File: src/rtl/xrs_pkg.sv
package xrs_pkg;

    localparam int ADDR_W        = 8;
    localparam int DATA_W        = 32;
    localparam int IDX_W         = 3;
    localparam int CAL_RATE_KBPS = 4915200;
    localparam logic [ADDR_W-1:0] SWING_RD_ADDR = 8'h0C;

    typedef enum logic [1:0] {
        OP_PLL_SWITCH = 2'd0,
        OP_CALIBRATE  = 2'd1,
        OP_SWING      = 2'd2,
        OP_NONE       = 2'd3
    } op_e;

    typedef enum logic [1:0] {
        PH_STREAM,
        PH_CAL,
        PH_SWING
    } phase_e;

    typedef struct packed {
        logic [ADDR_W-1:0] addr;
        logic [DATA_W-1:0] data;
        logic              poll;   // wait for busy low after this write
        logic              last;   // final write of the phase
    } step_t;

    function automatic step_t mk(logic [ADDR_W-1:0] a, logic [DATA_W-1:0] d,
                                 logic p, logic l);
        step_t s;
        s.addr = a; s.data = d; s.poll = p; s.last = l;
        return s;
    endfunction

    function automatic step_t script_step(phase_e ph, logic [IDX_W-1:0] idx,
                                          logic [DATA_W-1:0] base,
                                          logic [5:0] swing);
        step_t s;
        s = '0;
        case (ph)
            PH_STREAM: case (idx)
                3'd0:    s = mk(8'h38, 32'd0, 1'b0, 1'b0);
                3'd1:    s = mk(8'h3A, 32'd0, 1'b0, 1'b0);
                3'd2:    s = mk(8'h3B, 32'd0, 1'b0, 1'b0);
                3'd3:    s = mk(8'h3C, base,  1'b0, 1'b0);
                3'd4:    s = mk(8'h3A, 32'd1, 1'b0, 1'b0);
                3'd5:    s = mk(8'h3B, 32'd1, 1'b0, 1'b0);
                3'd6:    s = mk(8'h3C, 32'd1, 1'b0, 1'b0);
                default: s = mk(8'h3A, 32'd1, 1'b1, 1'b1);
            endcase
            PH_CAL: case (idx)
                3'd0:    s = mk(8'h48, 32'd0, 1'b0, 1'b0);
                3'd1:    s = mk(8'h4B, 32'd0, 1'b0, 1'b0);
                3'd2:    s = mk(8'h4C, 32'd1, 1'b1, 1'b0);
                default: s = mk(8'h4C, 32'd0, 1'b0, 1'b1);
            endcase
            default: case (idx)
                3'd0:    s = mk(8'h08, 32'd0, 1'b0, 1'b0);
                3'd1:    s = mk(8'h0B, 32'd0, 1'b0, 1'b0);
                3'd2:    s = mk(8'h0C, {26'd0, swing}, 1'b0, 1'b0);
                default: s = mk(8'h0A, 32'd1, 1'b0, 1'b1);
            endcase
        endcase
        return s;
    endfunction

endpackage

File: src/rtl/xrs_rate_gate.sv
module xrs_rate_gate #(
    parameter int RATE_W = 32,
    parameter int THRESH = 4915200
) (
    input  logic [RATE_W-1:0] rate_kbps,
    output logic              need_cal
);
    localparam logic [RATE_W-1:0] TH = RATE_W'(THRESH);

    assign need_cal = (rate_kbps >= TH);
endmodule

File: src/rtl/xrs_busy_timer.sv
module xrs_busy_timer #(
    parameter int LIMIT_W = 16
) (
    input  logic               clk,
    input  logic               rst,
    input  logic               clear,
    input  logic               run,
    input  logic [LIMIT_W-1:0] limit,
    output logic               expired
);
    logic [LIMIT_W-1:0] cnt;

    always_ff @(posedge clk) begin
        if (rst || clear)
            cnt <= '0;
        else if (run && cnt != limit)
            cnt <= cnt + 1'b1;
    end

    assign expired = run && (cnt == limit);

    // the poll counter never runs past the programmed limit
    assert_cnt_bounded_R9: assert property (@(posedge clk) disable iff (rst)
        !clear |-> cnt <= limit);
endmodule

File: src/rtl/xcvr_reconfig_sequencer.sv
module xcvr_reconfig_sequencer
    import xrs_pkg::*;
#(
    parameter logic [DATA_W-1:0] IMAGE_BASE = 32'h0000_8000,
    parameter int RATE_W  = 32,
    parameter int LIMIT_W = 16
) (
    input  logic               clk,
    input  logic               rst,
    input  logic               cmd_valid,
    input  logic [1:0]         cmd_op,
    input  logic [RATE_W-1:0]  cmd_rate_kbps,
    input  logic [5:0]         cmd_swing,
    input  logic [LIMIT_W-1:0] busy_limit,
    output logic               done,
    output logic               err,
    output logic               chan_reset,
    output logic [5:0]         swing_readback,
    output logic [ADDR_W-1:0]  av_address,
    output logic               av_write,
    output logic               av_read,
    output logic [DATA_W-1:0]  av_writedata,
    input  logic [DATA_W-1:0]  av_readdata,
    input  logic               av_waitrequest,
    input  logic               ctrl_busy
);
    typedef enum logic [2:0] {S_IDLE, S_WR, S_POLL, S_RD, S_RST, S_FIN} state_e;

    state_e           state;
    phase_e           phase;
    logic [IDX_W-1:0] idx;
    logic [5:0]       swing_q;
    logic             cal_q;
    logic             need_cal;
    logic             expired;
    step_t            step;
    logic             unused_rd;

    assign unused_rd = ^av_readdata[DATA_W-1:6];

    xrs_rate_gate #(.RATE_W(RATE_W), .THRESH(CAL_RATE_KBPS)) u_gate (
        .rate_kbps (cmd_rate_kbps),
        .need_cal  (need_cal)
    );

    xrs_busy_timer #(.LIMIT_W(LIMIT_W)) u_timer (
        .clk     (clk),
        .rst     (rst),
        .clear   (state != S_POLL),
        .run     ((state == S_POLL) && ctrl_busy),
        .limit   (busy_limit),
        .expired (expired)
    );

    always_comb step = script_step(phase, idx, IMAGE_BASE, swing_q);

    assign av_write     = (state == S_WR);
    assign av_read      = (state == S_RD);
    assign av_address   = (state == S_RD) ? SWING_RD_ADDR : step.addr;
    assign av_writedata = step.data;
    assign chan_reset   = (state == S_RST);
    assign done         = (state == S_FIN);

    always_ff @(posedge clk) begin
        if (rst) begin
            state          <= S_IDLE;
            phase          <= PH_STREAM;
            idx            <= '0;
            swing_q        <= '0;
            cal_q          <= 1'b0;
            err            <= 1'b0;
            swing_readback <= '0;
        end else begin
            err <= 1'b0;
            if (cmd_valid && (state != S_IDLE || cmd_op == OP_NONE))
                err <= 1'b1;
            case (state)
                S_IDLE: if (cmd_valid && cmd_op != OP_NONE) begin
                    idx     <= '0;
                    swing_q <= cmd_swing;
                    cal_q   <= need_cal;
                    case (cmd_op)
                        OP_PLL_SWITCH: phase <= PH_STREAM;
                        OP_CALIBRATE:  phase <= PH_CAL;
                        default:       phase <= PH_SWING;
                    endcase
                    state <= S_WR;
                end
                S_WR: if (!av_waitrequest) begin
                    if (step.poll)
                        state <= S_POLL;
                    else if (step.last)
                        state <= (phase == PH_SWING) ? S_RD : S_RST;
                    else
                        idx <= idx + 1'b1;
                end
                S_POLL: begin
                    if (expired) begin
                        err   <= 1'b1;
                        state <= S_FIN;
                    end else if (!ctrl_busy) begin
                        if (step.last) begin
                            state <= S_RST;
                        end else begin
                            idx   <= idx + 1'b1;
                            state <= S_WR;
                        end
                    end
                end
                S_RD: if (!av_waitrequest) begin
                    swing_readback <= av_readdata[5:0];
                    state          <= S_FIN;
                end
                S_RST: begin
                    if (phase == PH_STREAM && cal_q) begin
                        phase <= PH_CAL;
                        idx   <= '0;
                        state <= S_WR;
                    end else begin
                        state <= S_FIN;
                    end
                end
                default: state <= S_IDLE;
            endcase
        end
    end

    // a stalled write holds its address and data
    assert_write_hold_R6: assert property (@(posedge clk) disable iff (rst)
        av_write && av_waitrequest |=> av_write && $stable(av_address) && $stable(av_writedata));

    // done lasts one cycle
    assert_done_pulse_R7: assert property (@(posedge clk) disable iff (rst)
        done |=> !done);

    // a command during a running script is flagged
    assert_reject_busy_R8: assert property (@(posedge clk) disable iff (rst)
        cmd_valid && state != S_IDLE |=> err);

    // calibration is switched off only once busy has dropped
    assert_cal_off_idle_R2: assert property (@(posedge clk) disable iff (rst)
        av_write && av_address == 8'h4C && av_writedata == 32'd0 |-> !ctrl_busy);

    // a channel reset never overlaps bus traffic
    assert_reset_quiet_R5: assert property (@(posedge clk) disable iff (rst)
        chan_reset |-> !ctrl_busy && !av_write && !av_read);
endmodule

File: config.mk
export PLATFORM = sky130hd
export DESIGN_NAME = xcvr_reconfig_sequencer
export DESIGN_NICKNAME = d
export VERILOG_FILES = /design/src/rtl/xrs_pkg.sv /design/src/rtl/xrs_rate_gate.sv /design/src/rtl/xrs_busy_timer.sv /design/src/rtl/xcvr_reconfig_sequencer.sv
export SDC_FILE = /design/constraint.sdc
export NUM_CORES = 1
export LEC_CHECK = 0
export ABC_AREA = 1
export BUFFER_PORTS_ARGS = -buffer_cell sky130_fd_sc_hd__buf_2
export CORE_MARGIN = 10
export CORE_UTILIZATION = 39
export DETAILED_ROUTE_END_ITERATION = 16
export PLACE_DENSITY = 0.68
export REMOVE_ABC_BUFFERS = 1
export SKIP_LAST_GASP = 1
export SLEW_MARGIN = 40
export SYNTH_ARGS = -nofsm -noshare
export SYNTH_HDL_FRONTEND = slang
export SYNTH_SLANG_ARGS = --single-unit
File: constraint.sdc
create_clock -name clk -period 1.82 [get_ports clk]
set_input_delay 0.364 -clock clk [delete_from_list [all_inputs] [get_ports clk]]
set_output_delay 0.364 -clock clk [all_outputs]
set_load 0.03 [all_outputs]
# Word level (Yosys, flattened, before mapping)
# Index checks and enable logic that the tools add are counted.
# W data, S select, Z words.
[totals]
regBits = 38
latchBits = 0
ram_bits = 0
mem_bits_ro = 0
in_bits = 93
output_inout_bits = 51
word_cells = 91
memories = 0
[classes]
add_sub_neg = 2
mul = 0
div = 0
n_lt_le_gt_ge = 1
eq_ne = 28
shifts = 0
n_mux = 31
bitwise = 1
n_reduce_logical = 20
[op_table]
columns = ["op", "n"]
rows = [
  ["$pmux W37 S7", 1],
  ["$pmux W37 S3", 2],
  ["$pmux W42 S2", 1],
  ["$mux W3", 17],
  ["$ge A32 B23 Y1 const B", 1],
  ["$add A16 B1 Y16 const B", 1],
  ["$eq A16 B16 Y1", 1],
  ["$ne A16 B16 Y1", 1],
  ["$eq A3 B3 Y1 const B", 5],
  ["$pmux W3 S5", 1],
  ["$ne A2 B2 Y1 const B", 7],
  ["$eq A3 B2 Y1 const B", 4],
  ["$pmux W3 S4", 1],
  ["$mux W8", 1],
  ["$pmux W2 S2", 2],
  ["$reduce_and A7 Y1", 1],
  ["$eq A3 B1 Y1 const B", 2],
  ["$logic_and A1 B1 Y1", 6],
  ["$logic_not A3 Y1", 2],
  ["$reduce_and A5 Y1", 1],
  ["$eq A2 B1 Y1 const B", 2],
  ["$eq A2 B2 Y1 const B", 2],
  ["$logic_not A2 Y1", 2],
  ["$mux W2", 2],
  ["13 further kinds", 17],
]

# Depth between registers and ports, before layout
[logic_depth]
ltp_word = 7
mapped_depth = 12
mapped_depth_nobuf = 12

# By module
# Synthesis repeated with hierarchy kept, for this count alone.
[hier_totals]
cells_unflattened = 503
area_unflattened_um2 = 2951.6
[by_module_without_submodules]
columns = ["module", "instances", "cells_per_inst", "area_per_inst_um2", "seq_area_each_um2"]
rows = [
  ["xcvr_reconfig_sequencer", 1, 257, 1657.8, 440.4],
  ["xrs_busy_timer", 1, 226, 1214.9, 320.3],
  ["xrs_rate_gate", 1, 20, 78.8, 0.0],
]

# Least setup slack after synthesis
# Ideal clock, no wire load.
[synth_timing]
path_kind = "reg-to-output"
from = "register idx[0]"
to = "output av_address[1]"
arrival_ps = 1840
required_time_ps = 1456
path_slack_ps = -384
path_stages_with_launch = 9
path_buffers = 0
cell_sequence = "dfxtp_1 > inv_1 > ha_1 > nor2_1 > nand2_1 > inv_1 > nand2_1 > o2111a_1 > a311oi_1"
[synth_between]
elab_chain_cells = 4
word_cells_on_any_way = 12
classes_between = "eq/ne: 6; mux: 5; reduce/logical: 1"
[synth_lines]
columns = ["item", "line", "rtl"]
rows = [
  ["start: declaration", "xcvr_reconfig_sequencer.sv:31", "logic [IDX_W-1:0] idx;"],
  ["start signal: assignment", "xcvr_reconfig_sequencer.sv:95", "idx <= idx + 1'b1;"],
  ["start signal: assignment", "xcvr_reconfig_sequencer.sv:105", "idx <= idx + 1'b1;"],
  ["$eq A3 B3 Y1 (tied with other cells)", "xrs_pkg.sv:42", "PH_STREAM: case (idx)"],
  ["$pmux W37 S7 (tied with other cells)", "xrs_pkg.sv:42", ""],
  ["$pmux W42 S2 (*)", "xrs_pkg.sv:41", "case (ph)"],
  ["$mux W8 (*)", "xcvr_reconfig_sequencer.sv:59", "assign av_address = (state == S_RD) ? SWING_RD_ADDR : step.addr;"],
  ["end: declaration", "xcvr_reconfig_sequencer.sv:19", "output logic [ADDR_W-1:0] av_address,"],
]
# Mark *: on every way between the ends. The rest lies on a longest branch, timed or not.

# Final worst setup path
# Ends and elaborated chain as after synthesis.

==> impl_metrics.toml <==
[cts]
h-tree-depth = 2
hold_buffers = 0
cts_root_buf = "clkbuf_8"
insertion_delay_ns = 0.30
clock_path_buffers = 2
numCtsBuffers = 5
cts_tree = "done"
cts_sinks = 38
path_clk_slew_ns = 0.09

[drt]
drc = 0
routedWlPerCell_um = 12.5
postRouteAntennaNets = 0
wl_um = 8120
via_per_inst = 4.66
vias = 3031
first_pass_iters = 4
drt_iter0_markers = 131

[power_and_ir_drop]
power_frac_seq_pct = 27.3
power.internal_mw = 2.16
clkPwrFrac_pct = 24.3
p_sw_mw = 1.55
comb_power_share_pct = 48.4
switching_share_pct = 41.7
power_density_nw_per_um2 = 1000
ir_worst_vdd_uv = 1040
p_leak_nw = 1.71

[global_routing]
gr-usage-met3_pct = 5.36
grt_use_met1_pct = 15.9
antenna_found_initial = 0
grt_usage_pct = 13.9
grtUsageMet2_pct = 23.8
grt_pass1_wl_um = 13300
busiest_layer = "met2"
grt_pass1_vias = 2979
grt_overflow = 0
grt_max_degree = 25

[floorplan]
io_pins = 144
die_w_um = 106
initial_core_util_pct = 39.9
rows = 31
coreArea_sq_um = 7180
die_y_um = 106
die_area_sq_um = 11200

[synthesis]
async_flop_share_pct = 0
synth_commonest_cells = "nand2_1, nor2_1, inv_1, dfxtp_1, buf_4"
synth_edf_count = 0
syn_area_sq_um = 2860
yosysWarnings = 0
ys_types = 38
synthTopCellsByArea = "dfxtp_1, nand2_1, nor2_1"
postSynthCellCount = 458
yosysSeqAreaShare_pct = 26.6
syn_area_per_cell_sq_um = 6.25
synth.most_common_cell = "nand2_1"
synth-seq-cells = 38
ys.flop_type = "dfxtp_1"
synth_area_leader_cell = "dfxtp_1"
netlist.area_leader.share_pct = 26.6

[finish]
syn2layout_area_growth_pct = 29.3
n_fill_cell = 717
layout-drive-gt1-share_pct = 31.8
design_area_sq_um = 3700
n_antenna_cell = 0
nets = 649

[place]
dp_hpwl_um = 6220
place_congestion = 0.899
dpl_cell_area_sq_um = 3260
portBuffers = 74
place_ws_ns = -0.0576

[critical_path]
crit_chain = "inv_4 -> ha_4 -> nor2_4 -> nand2_4 -> inv_2 -> nand2_2 -> o2111a_1 -> a311oi_2 -> buf_4"
cpMaxStageDelayCell = "dfxtp_2"
critical_path.endpoint_type = "primary output"
crit_required_ns = 1.46
cp_max_fo = 3
critical_path_class = "reg2out"
rrSetupSlack_ns = 0.08
start_kind = "flop"
max_stage_delay_ns = 0.37
crit_arrival_ns = 1.76

[timing]
max_freq_ghz = 0.471
fin_ws_ns = -0.303
hold_viol_final = 0
finalClockSkew_ns = 0.0110
hold_ws_ns = 0.281
drv_slew = 0
setup_violations = 5
final.period_utilization_pct = 117
rsz0062_at_grt = "yes"
fin_crit_ns = 2.12

[run_status]
violations = "negative setup slack"
status = "finished, violations left"

[flow_run]
maxCapViolations = 0

[worst_hold_path]
min_path_type = "in2reg"
-- routing by layer --
| metal | up-vias | wire, um |
|---|---|---|
| met2 | 92 | 3840 |
| met4 | 0 | 71 |
| met3 | 7 | 694 |
| met1 | 1349 | 3510 |
| met5 | - | 0 |
| li1 | 1583 | - |
-- through the flow --
step | power (mW) | setup TNS, ns | instances | utilization, %
floorplan | 2.03 | -0.806 | 447 | -
global placement | 2.42 | -0.0418 | 630 | 45.5
detailed placement | 2.44 | -0.0576 | 630 | 45.5
CTS | 3.57 | -1.29 | 650 | 49.7
global route | 3.95 | -1.61 | 650 | 51.6
finish | 3.71 | -1.02 | 650 | 51.6
-- registers in the layout (all words and copies together), names as in the netlist --
| register | flops |
|---|---|
| cal_q | 1 |
| err | 1 |
| idx | 3 |
| phase | 2 |
| state | 3 |
| swing_q | 6 |
| swing_readback | 6 |
| u_timer.cnt | 16 |
-- what timing repair did --
item / in CTS / in global routing
setup buffers: 12 / 5
endpoints found under the setup margin: 10 / 22
pin swaps: 7 / 8
cloned: 0 / 0
gates resized for setup: 25 / 39
-- layout make-up --
type                    instances  area [sq um]  share of cell area [%]
clock inverters                 3          68.8                    1.86
clock buffers                   5          68.8                    1.86
repair buffers                 96           598                    16.2
multi-input cells             341          1810                    48.8
flip-flops and latches         38           773                    20.9
inverters                      68           263                    7.10
well taps                      99           124                    3.35
-- power by group through the flow --
stage | logic [mW] | clock network (mW) | registers [mW]
floorplan | 1.02 | 0 | 1.01
global placement | 1.41 | 0 | 1.01
detailed placement | 1.43 | 0 | 1.01
CTS | 1.64 | 0.923 | 1.01
global route | 1.98 | 0.945 | 1.03
finish | 1.80 | 0.901 | 1.01
-- critical path: cells and delay by family (launching register included) --
kind | cells | cell delay (ns)
AO/OA/AOI/OAI | 2 | 0.34
AND/OR/NAND/NOR | 3 | 0.25
adder cells (fa/ha/maj) | 1 | 0.17
flip-flops | 1 | 0.37
buffers and inverters | 3 | 0.32
-- final timing paths --
kind              startpoint                 to  depth (start not counted)
min reg2reg  u_timer.cnt[15]    u_timer.cnt[15]                          2
min           av_readdata[1]  swing_readback[1]                          3
max                   idx[0]      av_address[1]                          9
max reg2reg           idx[0]             idx[1]                         12
-- cell usage in the layout (no fill, tap or decap), types with 8 or more instances in the layout --
cell and count:
buf_2 66, o21ai_1 8, dfxtp_1 30, buf_4 21, o21ai_0 21, inv_1 43, a21oi_1 20, inv_2 23
conb_1 27, buf_6 8, nor2_1 61, nand2_1 106, nand3_1 25, nor3_1 11
-- kinds of logic after synthesis --
kind of cell	after synthesis	share of synthesized area, %
and+or+nand+nor	238	37.5
buffers and inverters	104	18.1
AOI/OAI and AO/OA	63	12.9
DFF	38	26.6
xor gates and xnor gates	7	2.14
adders and majority gates	6	2.62
other	2	0.262
Note: power is estimated with default switching activity, not from simulation.
